`src/rtl/twb_pkg.sv`:
```
package twb_pkg;
    localparam int unsigned BYTE_W   = 8;
    localparam int unsigned ADDR_W   = 7;
    localparam int unsigned ACK_SLOT = 8;
    localparam int unsigned CNT_W    = 4;
    localparam int unsigned FLG_RDY  = 0;
    localparam int unsigned FLG_NACK = 1;
    localparam int unsigned FLG_DONE = 2;
    localparam int unsigned FLG_N    = 3;

    typedef enum logic [2:0] {
        ST_IDLE,
        ST_START,
        ST_BIT_LO,
        ST_BIT_HI,
        ST_STOP_LO,
        ST_STOP_HI,
        ST_STOP_REL
    } twb_state_t;
endpackage

```
`src/rtl/twb_timer.sv`:
```
module twb_timer #(
    parameter int unsigned DIV_W = 8
) (
    input  logic             clk,
    input  logic             rst_n,
    input  logic             clr,
    input  logic [DIV_W-1:0] len,
    output logic             expire
);
    localparam int unsigned EXT_W = DIV_W + 1;

    logic [DIV_W-1:0] cnt_q;

    always_ff @(posedge clk or negedge rst_n) begin
        if (!rst_n)   cnt_q <= '0;
        else if (clr) cnt_q <= '0;
        else          cnt_q <= cnt_q + 1'b1;
    end

    // A phase ends when cnt+1 reaches len, so a length of 0 behaves as 1.
    assign expire = ({1'b0, cnt_q} + EXT_W'(1)) >= {1'b0, len};

    // the phase counter never wraps before its phase ends
    p_no_wrap_r5: assert property (@(posedge clk) disable iff (!rst_n)
        cnt_q != '1);
endmodule

```
`src/rtl/twb_flags.sv`:
```
module twb_flags
    import twb_pkg::*;
(
    input  logic             clk,
    input  logic             rst_n,
    input  logic             wr,
    input  logic             rd,
    input  logic             set_rdy,
    input  logic             set_nack,
    input  logic             set_done,
    input  logic [FLG_N-1:0] en,
    output logic [FLG_N-1:0] flags,
    output logic             irq
);
    always_ff @(posedge clk or negedge rst_n) begin
        if (!rst_n) begin
            flags <= FLG_N'((1 << FLG_RDY) | (1 << FLG_DONE));
        end else begin
            if (wr)           flags[FLG_RDY]  <= 1'b0;
            else if (set_rdy) flags[FLG_RDY]  <= 1'b1;
            if (set_nack)     flags[FLG_NACK] <= 1'b1;
            else if (rd)      flags[FLG_NACK] <= 1'b0;
            if (set_done)     flags[FLG_DONE] <= 1'b1;
            else if (wr)      flags[FLG_DONE] <= 1'b0;
        end
    end

    assign irq = |(flags & en);

    // a holding write always leaves ready clear on the next cycle
    p_wr_clears_rdy_r6: assert property (@(posedge clk) disable iff (!rst_n)
        wr |=> !flags[FLG_RDY]);
    // a status read without a new NACK leaves the flag clear
    p_rd_clears_nack_r9: assert property (@(posedge clk) disable iff (!rst_n)
        (rd && !set_nack) |=> !flags[FLG_NACK]);
endmodule

```
`src/rtl/twb_master.sv`:
```
module twb_master
    import twb_pkg::*;
#(
    parameter int unsigned DIV_W = 8
) (
    input  logic              clk,
    input  logic              rst_n,
    input  logic              hold_wr,
    input  logic [BYTE_W-1:0] hold_wdata,
    input  logic [ADDR_W-1:0] dev_addr,
    input  logic              rd_sel,
    input  logic [DIV_W-1:0]  scl_lo_len,
    input  logic [DIV_W-1:0]  scl_hi_len,
    input  logic              stat_rd,
    input  logic [FLG_N-1:0]  irq_en,
    input  logic              sda_in,
    output logic              sda_pull,
    output logic              scl_pull,
    output logic [BYTE_W-1:0] rx_data,
    output logic              st_txrdy,
    output logic              st_nack,
    output logic              st_txcomp,
    output logic              irq
);
    twb_state_t        state_q, state_d;
    logic [CNT_W-1:0]  bitcnt_q;
    logic [BYTE_W-1:0] sh_q, hold_q;
    logic              hold_full_q, is_addr_q, rd_q, rx_ack_q;
    logic              expire, tmr_clr, lo_phase;
    logic              master_tx, ack_end, nack_ev, go_on, done_ev, bit_drive;
    logic [FLG_N-1:0]  flags;

    assign lo_phase  = (state_q == ST_BIT_LO) || (state_q == ST_STOP_LO);
    assign tmr_clr   = (state_q == ST_IDLE) || expire;
    assign master_tx = is_addr_q || !rd_q;
    assign ack_end   = (state_q == ST_BIT_HI) && expire && (bitcnt_q == CNT_W'(ACK_SLOT));
    assign nack_ev   = ack_end && master_tx && sda_in;
    assign go_on     = ack_end && !nack_ev &&
                       (master_tx ? ((is_addr_q && rd_q) || hold_full_q) : rx_ack_q);
    assign done_ev   = (state_q == ST_STOP_REL) && expire;

    twb_timer #(.DIV_W(DIV_W)) u_timer (
        .clk    (clk),
        .rst_n  (rst_n),
        .clr    (tmr_clr),
        .len    (lo_phase ? scl_lo_len : scl_hi_len),
        .expire (expire)
    );

    twb_flags u_flags (
        .clk      (clk),
        .rst_n    (rst_n),
        .wr       (hold_wr),
        .rd       (stat_rd),
        .set_rdy  (go_on || nack_ev || done_ev),
        .set_nack (nack_ev),
        .set_done (done_ev),
        .en       (irq_en),
        .flags    (flags),
        .irq      (irq)
    );

    assign st_txrdy  = flags[FLG_RDY];
    assign st_nack   = flags[FLG_NACK];
    assign st_txcomp = flags[FLG_DONE];

    // Next-state logic
    always_comb begin
        state_d = state_q;
        unique case (state_q)
            ST_IDLE:     if (hold_wr) state_d = ST_START;
            ST_START:    if (expire) state_d = ST_BIT_LO;
            ST_BIT_LO:   if (expire) state_d = ST_BIT_HI;
            ST_BIT_HI: begin
                if (expire) begin
                    if (bitcnt_q != CNT_W'(ACK_SLOT)) state_d = ST_BIT_LO;
                    else if (go_on)                   state_d = ST_BIT_LO;
                    else                              state_d = ST_STOP_LO;
                end
            end
            ST_STOP_LO:  if (expire) state_d = ST_STOP_HI;
            ST_STOP_HI:  if (expire) state_d = ST_STOP_REL;
            ST_STOP_REL: if (expire) state_d = ST_IDLE;
            default:     state_d = ST_IDLE;
        endcase
    end

    // State register and byte datapath
    always_ff @(posedge clk or negedge rst_n) begin
        if (!rst_n) begin
            state_q     <= ST_IDLE;
            bitcnt_q    <= '0;
            sh_q        <= '0;
            hold_q      <= '0;
            hold_full_q <= 1'b0;
            is_addr_q   <= 1'b0;
            rd_q        <= 1'b0;
            rx_ack_q    <= 1'b0;
            rx_data     <= '0;
        end else begin
            state_q <= state_d;
            if (hold_wr) begin
                hold_q      <= hold_wdata;
                hold_full_q <= 1'b1;
            end
            if (state_q == ST_IDLE && hold_wr) begin
                sh_q      <= {dev_addr, rd_sel};
                rd_q      <= rd_sel;
                is_addr_q <= 1'b1;
                bitcnt_q  <= '0;
            end
            if (state_q == ST_BIT_HI && expire) begin
                if (bitcnt_q != CNT_W'(ACK_SLOT)) begin
                    sh_q     <= {sh_q[BYTE_W-2:0], sda_in};
                    bitcnt_q <= bitcnt_q + 1'b1;
                    if (bitcnt_q == CNT_W'(BYTE_W - 1)) begin
                        rx_ack_q <= hold_full_q;
                        if (!master_tx) rx_data <= {sh_q[BYTE_W-2:0], sda_in};
                    end
                end else begin
                    bitcnt_q  <= '0;
                    is_addr_q <= 1'b0;
                    if (go_on) begin
                        sh_q <= hold_q;
                        if (!hold_wr) hold_full_q <= 1'b0;
                    end
                end
            end
            if ((nack_ev || done_ev) && !hold_wr) hold_full_q <= 1'b0;
            if (done_ev && hold_wr) hold_full_q <= 1'b0;
        end
    end

    // Line drive per state
    always_comb begin
        if (bitcnt_q != CNT_W'(ACK_SLOT)) bit_drive = master_tx && !sh_q[BYTE_W-1];
        else                              bit_drive = !master_tx && rx_ack_q;
        sda_pull = 1'b0;
        scl_pull = 1'b0;
        unique case (state_q)
            ST_IDLE:     begin sda_pull = 1'b0;      scl_pull = 1'b0; end
            ST_START:    begin sda_pull = 1'b1;      scl_pull = 1'b0; end
            ST_BIT_LO:   begin sda_pull = bit_drive; scl_pull = 1'b1; end
            ST_BIT_HI:   begin sda_pull = bit_drive; scl_pull = 1'b0; end
            ST_STOP_LO:  begin sda_pull = 1'b1;      scl_pull = 1'b1; end
            ST_STOP_HI:  begin sda_pull = 1'b1;      scl_pull = 1'b0; end
            ST_STOP_REL: begin sda_pull = 1'b0;      scl_pull = 1'b0; end
            default:     begin sda_pull = 1'b0;      scl_pull = 1'b0; end
        endcase
    end

    // idle keeps both lines released
    p_idle_released_r1: assert property (@(posedge clk) disable iff (!rst_n)
        (state_q == ST_IDLE) |-> (!sda_pull && !scl_pull));
    // with SCL released, SDA moves only to form START or STOP
    p_sda_moves_low_r2: assert property (@(posedge clk) disable iff (!rst_n)
        (!scl_pull && !$past(scl_pull) && (sda_pull != $past(sda_pull))) |->
        ((state_q == ST_START && sda_pull) || (state_q == ST_STOP_REL && !sda_pull)));
    // bit counter never passes the acknowledge slot
    p_bitcnt_range_r4: assert property (@(posedge clk) disable iff (!rst_n)
        bitcnt_q <= CNT_W'(ACK_SLOT));
    // master releases SDA in the acknowledge slot of its own bytes
    p_ack_release_r4: assert property (@(posedge clk) disable iff (!rst_n)
        ((state_q == ST_BIT_LO || state_q == ST_BIT_HI) &&
         bitcnt_q == CNT_W'(ACK_SLOT) && master_tx) |-> !sda_pull);
    // complete is only ever seen with the engine idle
    p_done_idle_r7: assert property (@(posedge clk) disable iff (!rst_n)
        st_txcomp |-> (state_q == ST_IDLE));
    // a new NACK leads straight into the stop sequence
    p_nack_stops_r8: assert property (@(posedge clk) disable iff (!rst_n)
        $rose(st_nack) |-> (state_q == ST_STOP_LO));
    // START is only entered from idle
    p_start_from_idle_r12: assert property (@(posedge clk) disable iff (!rst_n)
        (state_q == ST_START && $past(state_q) != ST_START) |-> ($past(state_q) == ST_IDLE));
endmodule

```
`config.mk`:
```
export PLATFORM = sky130hd
export DESIGN_NAME = twb_master
export DESIGN_NICKNAME = d
export VERILOG_FILES = /design/src/rtl/twb_pkg.sv /design/src/rtl/twb_timer.sv /design/src/rtl/twb_flags.sv /design/src/rtl/twb_master.sv
export SDC_FILE = /design/constraint.sdc
export NUM_CORES = 1
export LEC_CHECK = 0
export BUFFER_PORTS_ARGS = -buffer_cell sky130_fd_sc_hd__clkbuf_2
export CAP_MARGIN = 40
export CELL_PAD_IN_SITES_DETAIL_PLACEMENT = 2
export CELL_PAD_IN_SITES_GLOBAL_PLACEMENT = 2
export CORE_MARGIN = 1.5
export CORE_UTILIZATION = 34
export CTS_BUF_LIST = sky130_fd_sc_hd__clkbuf_16
export CTS_CLUSTER_DIAMETER = 40
export DETAILED_ROUTE_END_ITERATION = 7
export PLACE_DENSITY = 0.77
export SLEW_MARGIN = 5
export SYNTH_ARGS = -nofsm -noshare
export SYNTH_HDL_FRONTEND = slang
export SYNTH_SLANG_ARGS = --single-unit
```
`constraint.sdc`:
```
create_clock -name clk -period 3.75 [get_ports clk]
set_clock_uncertainty 0.15 [all_clocks]
set_input_delay 0.1875 -clock clk [delete_from_list [all_inputs] [get_ports clk]]
set_output_delay 0.1875 -clock clk [all_outputs]
set_load 0.02 [all_outputs]
```
## Word level (Yosys, flattened, before mapping)

Cells that the tools add are included.

| storage, ports and cells | value |
|---|---|
| flip-flop bits (word level) | 46 |
| latch bits | 0 |
| memory bits (writable) | 0 |
| bits in read-only memories | 0 |
| input port bits | 40 |
| word-level logic and storage cells | 111 |
| memories kept | 0 |

| operators by class | value |
|---|---|
| add/sub/neg operators | 3 |
| $mul | 0 |
| div/mod/pow operators | 0 |
| magnitude comparators | 1 |
| equal/unequal tests | 16 |
| shift-type cells | 0 |
| multiplexer cells | 39 |
| bitwise gates (word level) | 2 |
| reduce and logical (&&, ||, !) cells | 37 |

Operator list:

| operator | count |
|---|---|
| two-way mux 8 bit | 6 |
| two-way mux 3 bit | 9 |
| one-hot mux 3 bit (7 select lines) | 1 |
| two-way mux 1 bit | 19 |
| != test 2 bit (second input constant) | 7 |
| logical AND 1 bit | 13 |
| two-way mux 4 bit | 3 |
| adder 8 x 1 -> 9 bit (second input constant) | 1 |
| equality test 3 bit (second input constant) | 3 |
| greater-or-equal comparator 9 x 8 -> 1 bit | 1 |
| adder 8 x 1 -> 8 bit (second input constant) | 1 |
| nonzero test 2 bit | 4 |
| logical OR 1 bit | 7 |
| AND reduction 7 bit | 1 |
| equality test 3 x 2 -> 1 bit (second input constant) | 2 |
| OR reduction 3 bit | 2 |
| zero test 1 bit | 5 |
| adder 4 x 1 -> 4 bit (second input constant) | 1 |
| equality test 4 x 3 -> 1 bit (second input constant) | 1 |
| equality test 4 bit (second input constant) | 1 |
| != test 4 bit (second input constant) | 1 |
| AND reduction 4 bit | 1 |
| OR reduction 2 bit | 2 |
| bitwise AND 3 bit | 1 |
| other kinds (5) | 5 |

## Logic depth before layout (Yosys ltp)

Gate-level depths: netlist of the first run.

| logic depth | value |
|---|---|
| depth after elaboration | 16 |
| gate-level depth with buffers | 13 |
| depth with buffers taken out | 10 |

## Cells and area by module

From an unflattened synthesis of the first run, not the netlist that was laid out.

| second synthesis, totals | value |
|---|---|
| cells, all modules | 251 |
| area, all modules | 2568.7 um2 |

By module, submodules not included:

| module | instances | cells each | area each (um2) | seq. area each (um2) |
|---|---|---|---|---|
| twb_master | 1 | 183 | 1875.5 | 875.8 |
| twb_timer | 1 | 57 | 571.8 | 200.2 |
| twb_flags | 1 | 11 | 121.4 | 77.6 |

## Worst setup path after synthesis of the first run

Ideal clock, no wire load.

| timing | value |
|---|---|
| path type | register to register |
| from | reg state_q[1] |
| to | reg rx_data[0] |
| library setup time | 0.125 ns |
| arrival time | 2.902 ns |
| required time | 3.475 ns |
| slack | 0.573 ns |
| cell stages (with the launch flop) | 13 |
| path buffers | 2 |
| period minus slack after synthesis | 3.177 ns |
| cell sequence | dfrtp_1 buf_2 inv_1 nand2_1 a21oi_1 buf_2 mux2i_1 ha_1 and3_1 a221o_1 a211o_4 nand3_4 mux2_2 |

| on the way | value |
|---|---|
| word-level cells in the longest chain between the ends | 6 |

Ends and longest elaborated chain:

| item | RTL line | source |
|---|---|---|
| start: declaration | twb_master.sv:25 | `twb_state_t state_q, state_d;` |
| start signal: assignment | twb_master.sv:101 | `state_q <= state_d;` |
| equality test 3 x 2 -> 1 bit or equality test 3 bit (tied branches) | twb_master.sv:33 | `assign lo_phase = (state_q == ST_BIT_LO) \|\| (state_q == ST_STOP_LO);` |
| logical OR 1 bit | twb_master.sv:33 |  |
| two-way mux 8 bit | twb_master.sv:46 | `.len (lo_phase ? scl_lo_len : scl_hi_len),` |
| greater-or-equal comparator 9 x 8 -> 1 bit | twb_timer.sv:21 | `assign expire = ({1'b0, cnt_q} + EXT_W'(1)) >= {1'b0, len};` |
| logical AND 1 bit * | twb_master.sv:112 | `if (state_q == ST_BIT_HI && expire) begin` |
| AND reduction 4 bit (no source line) * | -- |  |
| end signal: assignment | twb_master.sv:118 | `if (!master_tx) rx_data <= {sh_q[BYTE_W-2:0], sda_in};` |
| end: declaration | twb_master.sv:19 | `output logic [BYTE_W-1:0] rx_data,` |

Every way passes the cells marked *; elsewhere a longest branch is shown, timed or not.
A chain may end at the register's enable or synchronous reset.

## Final worst setup path of the first run

| timing | value |
|---|---|
| from | reg state_q[2] |
| to | reg sh_q[0] |

| on the way | value |
|---|---|
| word-level cells in the longest chain between the ends | 14 |

Ends and longest elaborated chain:

| item | RTL line | source |
|---|---|---|
| equality test 3 x 2 -> 1 bit or equality test 3 bit (tied branches) | twb_master.sv:33 |  |
| logical OR 1 bit | twb_master.sv:33 |  |
| two-way mux 8 bit | twb_master.sv:46 |  |
| greater-or-equal comparator 9 x 8 -> 1 bit | twb_timer.sv:21 |  |
| logical AND 1 bit | twb_master.sv:36, twb_master.sv:112 |  |
| logical AND 1 bit | twb_master.sv:36 | `assign ack_end = (state_q == ST_BIT_HI) && expire && (bitcnt_q == CNT_W'(ACK_SLOT));` |
| logical AND 1 bit (2 in series) | twb_master.sv:37 | `assign nack_ev = ack_end && master_tx && sda_in;` |
| zero test 1 bit | twb_master.sv:38 | `assign go_on = ack_end && !nack_ev &&` |
| logical AND 1 bit (2 in series) | twb_master.sv:38 |  |
| two-way mux 8 bit | twb_master.sv:123 | `if (go_on) begin` |
| two-way mux 8 bit | twb_master.sv:113 | `if (bitcnt_q != CNT_W'(ACK_SLOT)) begin` |
| two-way mux 8 bit * | twb_master.sv:112 |  |
| end signal: assignment | twb_master.sv:107 | `sh_q <= {dev_addr, rd_sel};` |
| end signal: assignment | twb_master.sv:114 | `sh_q <= {sh_q[BYTE_W-2:0], sda_in};` |
| end signal: assignment | twb_master.sv:124 | `sh_q <= hold_q;` |
| end: declaration | twb_master.sv:27 | `logic [BYTE_W-1:0] sh_q, hold_q;` |

Marked as above.

==> impl_metrics.env, run 1 <==
export IMPL_status="complete, but fails checks"
export IMPL_violations="hold timing"
export IMPL_powerDensity_nw_per_um2=630.4
export IMPL_power_internal_mw=1.287
export IMPL_p_total_mw=2.064
export IMPL_route_detailed_drc=0
export IMPL_ir_drop_mv=0.2052
export IMPL_synth_seq_cells=46
export IMPL_whs_ns=-0.003196
export IMPL_clk_latency_ns=0.28
export IMPL_ys_warn_count=0
export IMPL_yosysSeqAreaShare_pct=43.51
export IMPL_die_y_um=91.31
export IMPL_portBuffers=53
export IMPL_slew_headroom_pct=58.08
export IMPL_place_gp_congestion=0.7987
export IMPL_final_setup_tns_ns=0
export IMPL_critPathArrivalTime_ns=3.41
export IMPL_place_area_sq_um=3022
export IMPL_synthesis_area_sq_um=2651
export IMPL_grt_pass1_wl_mm=12.68
export IMPL_rows=32
export IMPL_wirelength_mm=7.546
export IMPL_power_leakage_nw=1.564
export IMPL_hp_class="in2reg"
export IMPL_multi_input_area_sq_um=1351
export IMPL_die_area_sq_um=8337
export IMPL_synth_nets=308
export IMPL_synth_area_per_cell_sq_um=10.36
export IMPL_cts_tree="yes"
export IMPL_grt_usage_pct=19.66
export IMPL_core_sq_um=7647
export IMPL_cp_start_kind="flip-flop"
export IMPL_grt_antenna_before_repair=0
export IMPL_wl_per_cell_um=17.80
export IMPL_vias=2261
export IMPL_initial_core_util_pct=34.67
export IMPL_die_w_um=91.31
export IMPL_place_inst=407
export IMPL_drive_gt1_share_pct=30.43
export IMPL_cts_resized=0
export IMPL_num_fill_cells=824
export IMPL_setup_violations_final=0
export IMPL_diodes=0
export IMPL_hold_viol_final=1
export IMPL_seq_area_sq_um=1154
export IMPL_ios=54
export IMPL_viasPerCell=5.333
export IMPL_cts_root_buf="clkbuf_16"
export IMPL_tightestPinTransition_ns=0.6266
export IMPL_synth_ff_type="dfrtp_1"
export IMPL_first_pass_iters=4
export IMPL_hold_buffers=9
export IMPL_crit_fanout=16
export IMPL_drtAntennaViolNets=0
export IMPL_clock_sinks=46
export IMPL_fin_ws_ns=0.3782
export IMPL_place_ws_ns=0.3611
export IMPL_yosysUniqueCellTypes=57
export IMPL_endpoint_kind="flip-flop"
export IMPL_fin_cells=424
export IMPL_fin_util_pct=42.82
export IMPL_grt_max_degree=28
export IMPL_final_max_slew_violation_count=0
export IMPL_syn2layout_area_growth_pct=23.50
export IMPL_clockBufferDepth=2
export IMPL_dp_hpwl_mm=5.694
export IMPL_netlist_instances=256
export IMPL_drv_cap=0
export IMPL_finalCriticalPeriod_ns=3.372
export IMPL_rsz0062_at_grt="no"
export IMPL_p_sw_share_pct=37.65
export IMPL_stdcell_area_sq_um=3274
export IMPL_layout_common_cells="clkbuf_2, dfrtp_1, nand2_1"
export IMPL_final_common_cell="clkbuf_2"
export IMPL_cts_buffers=5
export IMPL_drtIter0Drc=100
export IMPL_p_seq_share_pct=35.2
export IMPL_nNetsFinal=373
export IMPL_fmax_mhz=296.6
export IMPL_cp_required_ns=3.79
export IMPL_cts_setup_buffers=0
export IMPL_gr_total_overflow=0
export IMPL_combPwrFrac_pct=40.7
export IMPL_p_clk_share_pct=24.1
export IMPL_ys_async_sr_fraction_pct=100.0
export IMPL_clk_pin_slew_ns=0.06
export IMPL_worstSetupPathType="reg2reg"
export IMPL_period_share_pct=89.92
export IMPL_grt_pass1_vias=2491
export IMPL_p_switching_mw=0.7772
export IMPL_htreeDepth=2
export IMPL_synth_edf_count=0
-- cell families (layout without fill, tap and decap cells) --
kind of cell    count (synthesis)  in the layout  share of synthesized area [%]
simple gates                   80             80                          17.89
compound gates                 60             60                          16.85
flops                          46             46                          43.51
buf+inv                        31             97                          5.521
mux                            21             21                          8.589
fa+ha+maj                      12             12                          5.663
xor+xnor                        6              6                          1.982
-- final timing paths --
kind	from	cells past startpoint	end	slack (ns)
worst min-delay path	hold_wdata[7]	3	hold_q[7]	-0.003
worst max register to register	state_q[2]	10	sh_q[0]	0.38
worst max-delay path	state_q[2]	10	sh_q[0]	0.38
min in group asynchronous	rst_n	2	hold_q[7]	0.26
max in group asynchronous	rst_n	3	u_timer.cnt_q[6]	2.41
worst min register to register	u_flags.flags[2]	2	u_flags.flags[2]	0.35
-- cell type report --
type	instances	area share [%]
inverters	21	2.407
clock inverters	3	1.146
repair buffers	68	12.23
clock buffers	5	3.821
flip-flops and latches	46	35.23
multi-input cells	179	41.27
well taps	102	3.898
-- worst max-delay path, stage by stage, from the launching register on --
cell,delay [ns]
dfrtp_1,0.50
nand2b_4,0.21
a21oi_1,0.13
buf_4,0.21
mux2_2,0.35
ha_1,0.27
nor2b_1,0.04
o21ai_0,0.37
a211o_4,0.34
nand4_1,0.38
o221ai_1,0.31
-- synth_stat cells, types with 7 or more instances --
master | n | area (sq um)
nor3b_1 | 7 | 52.55
nand2_1 | 27 | 101.4
o21ai_0 | 22 | 110.1
ha_1 | 12 | 150.1
o221ai_1 | 7 | 61.31
nand3_1 | 7 | 35.03
mux2_2 | 14 | 157.7
inv_1 | 21 | 78.83
mux2i_1 | 7 | 70.07
nor2_1 | 8 | 30.03
dfrtp_1 | 44 | 1101
-- power groups by stage --
stage | registers, mW | logic [mW] | clock network, mW
floorplan | 0.689 | 0.647 | 0
global placement | 0.731 | 0.804 | 0
detailed placement | 0.738 | 0.845 | 0
CTS | 0.729 | 0.863 | 0.502
global route | 0.751 | 0.964 | 0.525
finish | 0.728 | 0.840 | 0.497
-- flip-flops by register name, indices dropped and copies added, names as in the netlist, 3 cells and up --
name           count
bitcnt_q           4
hold_q             8
rx_data            8
sh_q               8
state_q            3
u_flags.flags      3
u_timer.cnt_q      8
-- layer usage --
| layer | part of all wire [%] | global-route usage (%) | wire length (um) |
|---|---|---|---|
| met4 | 0.77 | 4.557 | 58 |
| met5 | 0 | 0 | 0 |
| met2 | 52 | 35.63 | 3926 |
| met3 | 4.7 | 3.518 | 351 |
| met1 | 43 | 24.00 | 3209 |
Power figures use the tool's default switching activity.
==> run 2, diff against run 1 <==
Settings changed: CTS_BUF_LIST sky130_fd_sc_hd__clkbuf_16 to unset.
==> run 2 against run 1 <==
  * The flow now finishes without violations
  * Utilization shrank 0.61 points
  * Clock-buffer cell count up 2
  * Hold slack better by 0.014 ns
  * Fmax grew 0.49%
  * Register-to-register slack better by 0.02 ns
  * First-iteration DRC count shrank 36%
  * Sequential cell count stayed put
  * Cell area down 1.4%
  * Critical path type unchanged
  * Largest power group unchanged
==> impl_metrics.env, run 2 (synthesis results as in run 1) <==
export IMPL_fin_ws_ns=0.3946
export IMPL_hold_viol_final=0
export IMPL_first_pass_iters=4
export IMPL_layout_common_cells="clkbuf_2, dfrtp_1, nand2_1"
export IMPL_power_leakage_nw=1.535
export IMPL_vias=2286
export IMPL_clk_latency_ns=0.30
export IMPL_grt_usage_pct=19.92
export IMPL_worstPathCellList="nand2b_4 -> a21oi_1 -> buf_4 -> mux2_2 -> ha_1 -> nor2b_1 -> o21ai_0 -> a211o_4 -> nand4_1 -> o221ai_1"
export IMPL_cp_start_kind="flip-flop"
export IMPL_slew_headroom_pct=58.23
export IMPL_drtAntennaViolNets=0
export IMPL_place_gp_congestion=0.7987
export IMPL_clock_sinks=46
export IMPL_ios=54
export IMPL_rows=32
export IMPL_grt_pass1_vias=2537
export IMPL_rsz0062_at_grt="no"
export IMPL_die_w_um=91.31
export IMPL_worstSetupPathType="reg2reg"
export IMPL_cp_num_buf_inv=1
export IMPL_powerDensity_nw_per_um2=601.0
export IMPL_fin_util_pct=42.21
export IMPL_cp_required_ns=3.82
export IMPL_startpoint="state_q[2]"
export IMPL_diodes=0
export IMPL_drv_cap=0
export IMPL_die_area_sq_um=8337
export IMPL_cts_buffers=5
export IMPL_crit_fanout=16
export IMPL_viasPerCell=5.379
export IMPL_final_setup_tns_ns=0
export IMPL_whs_ns=0.01128
export IMPL_wirelength_mm=7.692
export IMPL_ir_drop_mv=0.1735
export IMPL_grt_antenna_before_repair=0
export IMPL_status="finished clean"
export IMPL_final_max_slew_violation_count=0
export IMPL_cts_tree="yes"
export IMPL_nNetsFinal=374
export IMPL_grt_max_degree=28
export IMPL_dp_hpwl_mm=5.694
export IMPL_clockBufferDepth=2
export IMPL_fmax_mhz=298.0
export IMPL_period_share_pct=89.48
export IMPL_wl_per_cell_um=18.10
export IMPL_syn2layout_area_growth_pct=21.76
export IMPL_final_common_cell="clkbuf_2"
export IMPL_setup_violations_final=0
export IMPL_route_detailed_drc=0
export IMPL_cpPeakStageDelay_ns=0.50
export IMPL_critPathSlowestCell="dfrtp_1"
export IMPL_hp_class="in2reg"
export IMPL_endpoint_kind="flip-flop"
export IMPL_critPathTopFamily="compound AO/OA/AOI/OAI gates"
export IMPL_num_fill_cells=840
export IMPL_grt_pass1_wl_mm=12.85
export IMPL_place_inst=407
export IMPL_seq_area_sq_um=1154
export IMPL_place_ws_ns=0.3611
export IMPL_clk_pin_slew_ns=0.09
export IMPL_drtIter0Drc=64
export IMPL_critPathArrivalTime_ns=3.42
export IMPL_core_sq_um=7647
export IMPL_initial_core_util_pct=34.67
export IMPL_regToRegStartpoint="state_q[2]"
export IMPL_gr_total_overflow=0
export IMPL_hp_start="rd_sel"
export IMPL_die_y_um=91.31
export IMPL_cts_setup_buffers=0
export IMPL_drive_gt1_share_pct=30.34
export IMPL_tightestPinTransition_ns=0.6242
export IMPL_multi_input_area_sq_um=1351
export IMPL_portBuffers=53
export IMPL_finalCriticalPeriod_ns=3.355
export IMPL_fin_cells=425
export IMPL_cts_root_buf="clkbuf_8"
export IMPL_htreeDepth=2
==> run 2: path summary, 6_finish.rpt <==
path                                    end  cells after the start  slack, ns
setup / recovery                    sh_q[3]                     10       0.39
hold / removal                         rd_q                      3       0.01
max in group asynchronous  u_timer.cnt_q[6]                      3       2.43
min in group asynchronous         hold_q[7]                      2       0.24
setup reg to reg                    sh_q[3]                     10       0.39
hold reg to reg            u_flags.flags[2]                      2       0.35
==> run 2: per-layer routing <==
| layer | GRT usage [%] | wire [um] | vias to the layer above |
|---|---|---|---|
| met5 | 0 | 0 | - |
| li1 | - | - | 1060 |
| met3 | 2.848 | 335 | 7 |
| met2 | 36.69 | 4046 | 70 |
| met1 | 24.04 | 3220 | 1149 |
| met4 | 5.208 | 89 | 0 |
==> run 2: timing repair <==
item | 4_1_cts | 5_1_grt
resized for setup | 0 | 0
hold buffers | 10 | 0
endpoints found under the hold margin | 26 | 0
==> run 2: through the flow <==
stage / instance area (sq um) / power, mW
detailed placement: 3022 / 1.583
floorplan: 2651 / 1.336
finish: 3228 / 1.940
global placement: 3014 / 1.535
global route: 3228 / 2.110
CTS: 3228 / 1.970
==> run 2: layout make-up <==
type / instances / share of cell area (%)
Multi-Input combinational cell: 179 / 41.86
Sequential cell: 46 / 35.74
Timing Repair Buffer: 69 / 12.71
Tap cell: 102 / 3.953
Inverter: 21 / 2.442
Clock buffer: 7 / 2.364
Clock inverter: 1 / 0.9302
==> run 2: worst register-to-register path, delay by kind of cell (launching register included) <==
family / cells / cell delay, ns
adders and majority gates: 1 / 0.27
AOI/OAI and AO/OA: 4 / 1.15
DFF: 1 / 0.50
and+or+nand+nor: 3 / 0.63
buffers and inverters: 1 / 0.21
muxes: 1 / 0.35
==> run 2: where the power goes <==
part | internal, mW | switching (mW)
Clock | 0.200 | 0.171
Combinational | 0.364 | 0.478
Sequential | 0.613 | 0.114
Total | 1.18 | 0.764
